File: config.mk
export PLATFORM = sky130hd
export DESIGN_NAME = pulse_shaper
export DESIGN_NICKNAME = d
export VERILOG_FILES = /design/src/rtl/pstr_pkg.sv /design/src/rtl/pstr_sync.sv /design/src/rtl/pstr_stretch.sv /design/src/rtl/pstr_chan.sv /design/src/rtl/pstr_regs.sv /design/src/rtl/pulse_shaper.sv
export SDC_FILE = /design/constraint.sdc
export NUM_CORES = 1
export LEC_CHECK = 0
export BUFFER_PORTS_ARGS = -buffer_cell sky130_fd_sc_hd__buf_4
export CORE_MARGIN = 2
export CORE_UTILIZATION = 45
export DETAILED_ROUTE_END_ITERATION = 16
export PLACE_DENSITY = 0.7
export SLEW_MARGIN = 20
export SYNTH_ARGS = -nofsm -noshare
export SYNTH_HDL_FRONTEND = slang
export SYNTH_SLANG_ARGS = --single-unit
File: constraint.sdc
create_clock -name clk_i -period 3.8 [get_ports clk_i]
set_input_delay 0.19 -clock clk_i [delete_from_list [all_inputs] [get_ports clk_i]]
set_output_delay 0.19 -clock clk_i [all_outputs]
set_load 0.01 [all_outputs]
File: src/rtl/pstr_pkg.sv
package pstr_pkg;
  localparam int LEN_W  = 8;
  localparam int ADDR_W = 3;

  typedef logic [LEN_W-1:0] len_t;

  typedef struct packed {
    len_t min_lo;
    len_t hold_hi;
    len_t cnt;
    len_t trg;
  } len_cfg_t;

  typedef enum logic [ADDR_W-1:0] {
    ADDR_MIN  = 3'd0,
    ADDR_HOLD = 3'd1,
    ADDR_CNT  = 3'd2,
    ADDR_TRG  = 3'd3,
    ADDR_MASK = 3'd4
  } reg_addr_e;
endpackage

File: src/rtl/pstr_sync.sv
module pstr_sync #(
  parameter int STAGES = 2
) (
  input  logic              clk_i,
  input  logic              rst_ni,
  input  logic              d_i,
  output logic [STAGES-1:0] q_o
);
  logic [STAGES-1:0] sr_q;

  always_ff @(posedge clk_i or negedge rst_ni) begin
    if (!rst_ni) sr_q <= '0;
    else         sr_q <= {sr_q[STAGES-2:0], d_i};
  end

  assign q_o = sr_q;
endmodule

File: src/rtl/pstr_stretch.sv
module pstr_stretch import pstr_pkg::*; #(
  parameter bit LEVEL       = 1'b0,
  parameter int SYNC_STAGES = 2
) (
  input  logic clk_i,
  input  logic rst_ni,
  input  logic en_i,
  input  len_t len_i,
  input  logic raw_i,
  output logic held_o
);
  logic [SYNC_STAGES-1:0] sync;
  logic s_first, s_last, load;
  len_t cnt_q, len_eff;

  pstr_sync #(.STAGES(SYNC_STAGES)) u_sync (
    .clk_i (clk_i),
    .rst_ni(rst_ni),
    .d_i   (raw_i),
    .q_o   (sync)
  );

  assign s_first = sync[0];
  assign s_last  = sync[SYNC_STAGES-1];

  generate
    if (LEVEL) begin : g_level
      // reload every cycle the level is present; hold counts from its fall
      assign load = s_last;
    end else begin : g_edge
      logic s_dly_q;
      always_ff @(posedge clk_i or negedge rst_ni) begin
        if (!rst_ni) s_dly_q <= 1'b0;
        else         s_dly_q <= s_last;
      end
      assign load = s_last & ~s_dly_q;
    end
  endgenerate

  assign len_eff = (len_i == '0) ? len_t'(1) : len_i;

  always_ff @(posedge clk_i or negedge rst_ni) begin
    if (!rst_ni)           cnt_q <= '0;
    else if (!en_i)        cnt_q <= '0;
    else if (load)         cnt_q <= len_eff;
    else if (cnt_q != '0)  cnt_q <= cnt_q - len_t'(1);
  end

  // sync taps bridge the gap between the raw edge and the counter load
  assign held_o = s_first | load | (cnt_q != '0);
endmodule

File: src/rtl/pstr_chan.sv
module pstr_chan import pstr_pkg::*; (
  input  logic     clk_i,
  input  logic     rst_ni,
  input  logic     en_i,
  input  len_cfg_t len_i,
  input  logic     lo_i,
  input  logic     hi_i,
  input  logic     cnt_i,
  input  logic     trg_i,
  output logic     time_o,
  output logic     count_o,
  output logic     trig_o
);
  logic lo_held, hi_held, cnt_held, trg_held;

  pstr_stretch #(.LEVEL(1'b0)) u_lo (
    .clk_i(clk_i), .rst_ni(rst_ni), .en_i(en_i),
    .len_i(len_i.min_lo), .raw_i(lo_i), .held_o(lo_held)
  );

  pstr_stretch #(.LEVEL(1'b1)) u_hi (
    .clk_i(clk_i), .rst_ni(rst_ni), .en_i(en_i),
    .len_i(len_i.hold_hi), .raw_i(hi_i), .held_o(hi_held)
  );

  pstr_stretch #(.LEVEL(1'b0)) u_cnt (
    .clk_i(clk_i), .rst_ni(rst_ni), .en_i(en_i),
    .len_i(len_i.cnt), .raw_i(cnt_i), .held_o(cnt_held)
  );

  pstr_stretch #(.LEVEL(1'b0)) u_trg (
    .clk_i(clk_i), .rst_ni(rst_ni), .en_i(en_i),
    .len_i(len_i.trg), .raw_i(trg_i), .held_o(trg_held)
  );

  // leading edges are unclocked; only the tails come from counters
  assign time_o  = en_i & (lo_i | hi_i | lo_held | hi_held);
  assign count_o = en_i & (cnt_i | cnt_held);
  assign trig_o  = en_i & (trg_i | trg_held);
endmodule

File: src/rtl/pstr_regs.sv
module pstr_regs import pstr_pkg::*; #(
  parameter int   NCH         = 9,
  parameter int   DW          = 16,
  parameter len_t MIN_LO_RST  = 8'd5,
  parameter len_t HOLD_HI_RST = 8'd8,
  parameter len_t CNT_RST     = 8'd5,
  parameter len_t TRG_RST     = 8'd5
) (
  input  logic              clk_i,
  input  logic              rst_ni,
  input  logic              we_i,
  input  logic [ADDR_W-1:0] addr_i,
  input  logic [DW-1:0]     wdata_i,
  output len_cfg_t          len_o,
  output logic [NCH-1:0]    dis_o
);
  len_cfg_t       len_q;
  logic [NCH-1:0] dis_q;
  logic           unused_wdata;

  assign unused_wdata = ^wdata_i;

  always_ff @(posedge clk_i or negedge rst_ni) begin
    if (!rst_ni) begin
      len_q.min_lo  <= MIN_LO_RST;
      len_q.hold_hi <= HOLD_HI_RST;
      len_q.cnt     <= CNT_RST;
      len_q.trg     <= TRG_RST;
      dis_q         <= '0;
    end else if (we_i) begin
      case (addr_i)
        ADDR_MIN:  len_q.min_lo  <= wdata_i[LEN_W-1:0];
        ADDR_HOLD: len_q.hold_hi <= wdata_i[LEN_W-1:0];
        ADDR_CNT:  len_q.cnt     <= wdata_i[LEN_W-1:0];
        ADDR_TRG:  len_q.trg     <= wdata_i[LEN_W-1:0];
        ADDR_MASK: dis_q         <= wdata_i[NCH-1:0];
        default: ;
      endcase
    end
  end

  assign len_o = len_q;
  assign dis_o = dis_q;
endmodule

File: src/rtl/pulse_shaper.sv
module pulse_shaper import pstr_pkg::*; #(
  parameter int   NCH         = 9,
  parameter int   DW          = 16,
  parameter len_t MIN_LO_RST  = 8'd5,
  parameter len_t HOLD_HI_RST = 8'd8,
  parameter len_t CNT_RST     = 8'd5,
  parameter len_t TRG_RST     = 8'd5
) (
  input  logic              clk_i,
  input  logic              rst_ni,
  input  logic              cfg_we_i,
  input  logic [ADDR_W-1:0] cfg_addr_i,
  input  logic [DW-1:0]     cfg_wdata_i,
  input  logic [NCH-1:0]    disc_lo_i,
  input  logic [NCH-1:0]    disc_hi_i,
  input  logic [NCH-1:0]    disc_cnt_i,
  input  logic [NCH-1:0]    disc_trg_i,
  output logic [NCH-1:0]    time_o,
  output logic [NCH-1:0]    count_o,
  output logic [NCH-1:0]    trig_o
);
  len_cfg_t       len_cfg;
  logic [NCH-1:0] dis_q;

  pstr_regs #(
    .NCH(NCH), .DW(DW),
    .MIN_LO_RST(MIN_LO_RST), .HOLD_HI_RST(HOLD_HI_RST),
    .CNT_RST(CNT_RST), .TRG_RST(TRG_RST)
  ) u_regs (
    .clk_i  (clk_i),
    .rst_ni (rst_ni),
    .we_i   (cfg_we_i),
    .addr_i (cfg_addr_i),
    .wdata_i(cfg_wdata_i),
    .len_o  (len_cfg),
    .dis_o  (dis_q)
  );

  generate
    for (genvar c = 0; c < NCH; c++) begin : g_chan
      pstr_chan u_chan (
        .clk_i  (clk_i),
        .rst_ni (rst_ni),
        .en_i   (~dis_q[c]),
        .len_i  (len_cfg),
        .lo_i   (disc_lo_i[c]),
        .hi_i   (disc_hi_i[c]),
        .cnt_i  (disc_cnt_i[c]),
        .trg_i  (disc_trg_i[c]),
        .time_o (time_o[c]),
        .count_o(count_o[c]),
        .trig_o (trig_o[c])
      );
    end
  endgenerate
endmodule

==> flow_summary.ini, run 1 <==
[run_status]
outcome = complete, no violations

[timing]
grt_setup_unrepaired = false
clock_skew_ns = 0.02469
worst_slack_ns = 0.7364
max_freq_ghz = 0.3264
period_minus_slack_ns = 3.064
finalHoldViolCount = 0
slew_viol_final = 0
hold_slack_ns = 0.06890
worst_pin_slew_ns = 0.9425
final.setup.tns_ns = 0
maxSlewHeadroom_pct = 37.17
finalCritPeriodShare_pct = 80.62
setup_viol = 0

[detailed_routing]
wl_met1_mm = 23.68
vias = 16737
wire_per_inst_um = 17.97
drc = 0
top_layer = met4
firstDrtPassIters = 5
drtIter0Drc = 1039
met3WireLength_mm = 2.192
dr_wl_met2_mm = 25.78
ant_nets = 0
vias_per_cell = 5.611
wirelength_mm = 53.60

[power_and_ir_drop]
ir_worst_vdd_mv = 0.4897
p_comb_share_pct = 37.5
p_leak_uw = 0.01097
p_int_uw = 12660
p_sw_share_pct = 37.75
power_uw = 20350
p_seq_share_pct = 38.4
p_clk_share_pct = 24.1
power.density_mw_per_mm2 = 806.5
netSwitchingPower_uw = 7681

[logic_synthesis]
yosysSeqAreaShare_pct = 48.51
synth_top_cell_area_share_pct = 47.68
synth_edf_count = 0
syn-cell-area_mm2 = 0.02210
synth_ff_type = dfrtp_1
synth.most_common_cell = dfrtp_1
syn_nets = 2356
ys_seq_elements = 428
yosys.area.top_type = dfrtp_1
synth_area_leaders = dfrtp_1 48%, nor2_1 5.4%, a211oi_1 5.4%
synth_async_sr_flop_share_pct = 100.0
ys_types = 64
ys_warn_count = 0
synthTopCellsByCount = 421 x dfrtp_1, 318 x nor2_1, 158 x a211oi_1
synth.avg_cell_area_um2 = 9.927
synth_cells = 2226

[clock_tree]
cts-root-buf = clkbuf_16
ctsResizeCount = 0
clk_pin_slew_ns = 0.06
cts_buffer_depth = 3
cts_setup_buffers = 0
numCtsBuffers = 47
insertion_delay_ns = 0.59
cts_tree = built
cts_sinks = 428
htreeDepth = 2

[global_routing]
grt-ovfl-total = 0
grt_pass1_vias = 16973
track_usage_pct = 21.48
grt_max_degree = 100
antenna_found_initial = 1
grt_pass1_wl_mm = 87.50

[setup_path]
critPathRequiredTime_ns = 3.61
reg2regPathDepth = 4
path_buf_inv = 1
crit_path_start = g_chan[0].u_chan.u_lo.cnt_q[4]$_DFFE_PN0P_
startpoint_type = flip-flop
worstPathArrival_ns = 2.87
crit_family = simple AND/OR/NAND/NOR gates
worstSetupPathType = reg -> out
r2r_start = g_chan[1].u_chan.u_trg.cnt_q[4]$_DFFE_PN0P_
crit_chain = or4_1, nor4b_1, a21o_1, o211ai_1, buf_4
cpMaxStageDelayCell = or4_1
cp_max_fo = 7
endpoint_kind = primary output
cp.depth = 5
worst_path_largest_cell_delay_ns = 0.58

[placed_design]
gp_congestion = 0.8343
placement.io_buffers = 77
pre_cts_slack_ns = 1.389
dp_hpwl_mm = 35.03

[finish]
multiInputGateArea_mm2 = 0.01049
area_growth_pct = 14.16
utilization_pct = 51.75
antenna_cells = 0
seq_area_mm2 = 0.01072
fin_nets = 2413
nFillCells = 4270
drive_above_1_share_pct = 10.13

[die]
floorplan.die_area_mm2 = 0.05089
die_h_um = 225.6
initial_utilization_pct = 45.33
placement_rows = 81
ios = 85
core_mm2 = 0.04875
die_w_um = 225.6

[min_path]
min_path_type = in -> reg
worstHoldStart = cfg_addr_i[0]
min_path_cells = 3

[job]
maxCapViolations = 0
==> cells by family (layout without fill, tap and decap cells) <==
kind of cell	count (synthesis)	count (layout)	share of synthesized area, %
DFF	428	428	48.51
and+or+nand+nor	886	886	19.95
AOI/OAI and AO/OA	375	375	12.85
buffers and inverters	212	305	4.060
adders and majority gates	72	72	4.077
muxes	52	52	2.593
xor gates and xnor gates	201	201	7.967
==> repair_timing <==
action | 4_1_cts | 5_1_grt
hold buffers | 46 | 0
endpoints found under the hold margin | 172 | 0
endpoints found under the setup margin | 0 | 0
==> worst paths after layout <==
kind	slack, ns	endpoint
worst max-delay path	0.74	time_o[0]
min in group asynchronous	0.25	g_chan[1].u_chan.u_hi.cnt_q[1]$_DFFE_PN0P_
worst max register to register	1.49	g_chan[1].u_chan.u_trg.cnt_q[3]$_DFFE_PN0P_
max in group asynchronous	2.43	g_chan[3].u_chan.u_cnt.cnt_q[4]$_DFFE_PN0P_
worst min register to register	0.36	g_chan[1].u_chan.u_lo.u_sync.q_o[1]$_DFF_PN0_
worst min-delay path	0.07	u_regs.len_o[25]$_DFFE_PN0P_
==> worst min-delay path, stage by stage <==
cell and delay [ns]:
buf_4 0.13, nor3b_2 0.12, o21ai_0 0.16
==> flip-flops by register name (all words and copies together) (netlist names), 18 cells and up <==
register and cells:
g_chan.u_chan.u_cnt.cnt_q 72, g_chan.u_chan.u_hi.cnt_q 72, g_chan.u_chan.u_lo.cnt_q 72, g_chan.u_chan.u_trg.cnt_q 72
u_regs.len_o 32, g_chan.u_chan.u_cnt.u_sync.q_o 18, g_chan.u_chan.u_hi.u_sync.q_o 18, g_chan.u_chan.u_lo.u_sync.q_o 18
g_chan.u_chan.u_trg.u_sync.q_o 18
==> cells in the final DEF (no fill, tap or decap), types with 14 or more instances in the layout <==
cell type,n
a211oi_1,158
a21oi_1,45
a311oi_1,16
buf_4,86
clkbuf_16,47
dfrtp_1,421
dlygate4sd3_1,46
ha_1,72
inv_1,80
mux2_2,34
mux2i_1,16
nand2_1,136
nand2b_1,102
nand3_1,26
nor2_1,318
nor2b_1,25
nor3_1,89
nor4_1,62
nor4b_1,14
o211a_1,25
o211ai_1,17
o21ai_0,28
or4_1,21
xnor2_1,124
xor2_1,77
==> power groups by stage <==
stage               sequential [uW]  combinational [uW]  clock, uW
CTS                            7780                7650       5000
floorplan                      7110                6310          0
detailed placement             7830                7510          0
finish                         7820                7630       4890
global placement               7770                7190          0
global route                   8020                8600       5170
==> final cells by class <==
cell class / instances / share of cell area [%]
Multi-Input combinational cell: 1586 / 41.57
Clock buffer: 67 / 5.436
Timing Repair Buffer: 138 / 4.841
Tap cell: 664 / 3.293
Inverter: 82 / 1.220
Sequential cell: 428 / 42.49
Clock inverter: 18 / 1.151
==> layer usage <==
metal	vias to the layer above	global-route usage, %
met5	-	0
met4	0	9.079
met3	113	2.784
met2	362	36.14
met1	8336	27.98
li1	7926	-
==> metrics by stage <==
stage	std cells	instance area, um2
after floorplan	2226	22100
after global placement	2852	23100
after detailed placement	2852	23100
after CTS	2983	25230
after global routing	2983	25230
final	2983	25230
No activity file was read; power rests on OpenSTA's default activity.
==> run 2, diff against run 1 <==
Settings changed: ABC_AREA from default to 1.
Clock period 3.8 ns to 3 ns, I/O delays scaled along.
==> run 2 against run 1 <==
Effect of this change: first-iteration DRC count up 45%; combinational power is 43% higher; power rose by 27%; clock skew is 0.0036 ns higher; critical path depth increased by 2; die area is 10% higher; largest power group is now combinational logic; non-clock buffer count rose by 16.
==> flow_summary.ini, run 2 <==
[run_status]
outcome = complete, no violations

[finish]
final_cell_mix = 980 x nand2_1, 625 x nor2_1, 421 x dfrtp_1, 391 x inv_1, 273 x nand3_1
nFillCells = 5129
drive_above_1_share_pct = 8.680
seq_area_mm2 = 0.01072
multiInputGateArea_mm2 = 0.01153
fin_area_mm2 = 0.02763
fin_nets = 3680
final_common_cell = nand2_1
area_growth_pct = 13.36
utilization_pct = 51.44
antenna_cells = 0

[min_path]
min_path_type = in -> reg
min_path_cells = 3
holdPathEnd = u_regs.len_o[6]$_DFFE_PN0P_
worstHoldStart = cfg_wdata_i[6]

[clock_tree]
clk_pin_slew_ns = 0.06
numCtsBuffers = 47
insertion_delay_ns = 0.59
ctsResizeCount = 0
cts-root-buf = clkbuf_16
cts_sinks = 428
cts_tree = built
htreeDepth = 2
cts_buffer_depth = 3

[die]
floorplan.die_area_mm2 = 0.05603
ios = 85
initial_utilization_pct = 45.37
die_w_um = 236.7
core_mm2 = 0.05371
die_h_um = 236.7
placement_rows = 85

[logic_synthesis]
syn_nets = 3554
synth.avg_cell_area_um2 = 7.117
syn-cell-area_mm2 = 0.02437
synthTopCellsByCount = 980 x nand2_1, 625 x nor2_1, 421 x dfrtp_1
synth_cells = 3424
synth_top_cell_area_share_pct = 43.23
synth.most_common_cell = nand2_1
synth_area_leaders = dfrtp_1 43%, nand2_1 15%, nor2_1 9.6%
yosysSeqAreaShare_pct = 43.99
ys_types = 43
synth_edf_count = 0
synth_ff_type = dfrtp_1
synth_async_sr_flop_share_pct = 100.0
yosys.area.top_type = dfrtp_1
ys_warn_count = 0
ys_seq_elements = 428

[power_and_ir_drop]
p_leak_uw = 0.01439
ir_worst_vdd_mv = 0.5619
power.density_mw_per_mm2 = 937.0
power_uw = 25890

[timing]
finalCritPeriodShare_pct = 85.54
final.setup.tns_ns = 0
max_freq_ghz = 0.3897
maxSlewHeadroom_pct = 51.95
setup_viol = 0
grt_setup_unrepaired = false
worst_slack_ns = 0.4339
worst_pin_slew_ns = 0.7207
clock_skew_ns = 0.02825
finalHoldViolCount = 0
slew_viol_final = 0
period_minus_slack_ns = 2.566

[detailed_routing]
drc = 0
wl_met1_mm = 28.12
wire_per_inst_um = 14.53
ant_nets = 0
vias_per_cell = 5.058
met3WireLength_mm = 3.964
vias = 21645
dr_wl_met2_mm = 28.35
wirelength_mm = 62.18
drtIter0Drc = 1505
top_layer = met5
firstDrtPassIters = 6

[setup_path]
critPathRequiredTime_ns = 2.85
r2r_start = u_regs.len_o[27]$_DFFE_PN0P_
endpoint_kind = primary output
timing.rr.end = g_chan[5].u_chan.u_lo.cnt_q[0]$_DFFE_PN0P_
worstPathArrival_ns = 2.42
cp_max_fo = 11
r2r_setup_slack_ns = 1.15
worstSetupPathType = reg -> out
startpoint_type = flip-flop
reg2regPathDepth = 7

[global_routing]
grt-ovfl-total = 0
grt_pass1_wl_mm = 102.8
grt_pass1_vias = 20446
antenna_found_initial = 3
track_usage_pct = 22.60
grt_max_degree = 80

[placed_design]
placement.io_buffers = 77
dp_hpwl_mm = 42.31
placed_cell_area_mm2 = 0.02560
gp_congestion = 0.9165
pre_cts_slack_ns = 1.077

[job]
maxCapViolations = 0
run 2: logic make-up (layout without fill, tap and decap cells):
| group | count (synthesis) | in the layout | synth area share [%] |
|---|---|---|---|
| simple gates | 2068 | 2068 | 35.52 |
| buf+inv | 507 | 666 | 8.713 |
| flops | 428 | 428 | 43.99 |
| compound gates | 341 | 341 | 7.794 |
| fa+ha+maj | 72 | 72 | 3.697 |
| xor+xnor | 8 | 8 | 0.2875 |
run 2: worst max-delay path by stage:
stage | start | end | slack, ns
floorplan | g_chan[7].u_chan.u_hi.cnt_q[0]$_DFFE_PN0P_ | time_o[7] | 1.56
global route | g_chan[4].u_chan.u_hi.u_sync.q_o[1]$_DFF_PN0_ | time_o[4] | 0.34
finish | g_chan[4].u_chan.u_hi.u_sync.q_o[1]$_DFF_PN0_ | time_o[4] | 0.43
CTS | g_chan[4].u_chan.u_hi.u_sync.q_o[1]$_DFF_PN0_ | time_o[4] | 0.45
detailed placement | g_chan[4].u_chan.u_hi.u_sync.q_o[1]$_DFF_PN0_ | time_o[4] | 1.08
global placement | g_chan[4].u_chan.u_hi.u_sync.q_o[1]$_DFF_PN0_ | time_o[4] | 1.07
run 2: metal layers:
| layer | vias up | GRT usage [%] |
|---|---|---|
| li1 | 10998 | - |
| met2 | 536 | 36.91 |
| met4 | 6 | 7.154 |
| met1 | 9986 | 30.63 |
| met3 | 119 | 3.975 |
| met5 | - | 0 |
run 2: where the power goes:
part	total (uW)	internal [uW]	switching, uW
sequential	9150	7560	1590
combinational	10900	3920	6990
clock	5830	3450	2380
total	25900	14900	11000
run 2: worst max-delay path, cell delays in order (launching register included):
cell     delay [ns]
dfrtp_1        0.47
inv_1          0.27
nand2_1        0.09
nor2_1         0.13
nand2_2        0.13
o21ai_0        0.46
nand2_1        0.12
buf_4          0.17
run 2: metrics by stage:
stage	hold WS, ns	cells
6_report	0.04046	4279
3_5_place_dp	0.2124	4147
2_1_floorplan	-0.1456	3424
4_1_cts	0.002492	4279
3_3_place_gp	0.2124	4147
5_1_grt	0.02657	4279
run 2: what timing repair did:
item	CTS	global route
setup buffers	0	0
hold buffers	50	0
endpoints found under the hold margin	134	0
run 2: cell type report:
class,count,area share [%]
multi-input cells,2489,41.73
clock inverters,11,0.4710
clock buffers,71,5.063
well taps,696,3.152
inverters,430,5.851
repair buffers,154,4.937
flip-flops and latches,428,38.80
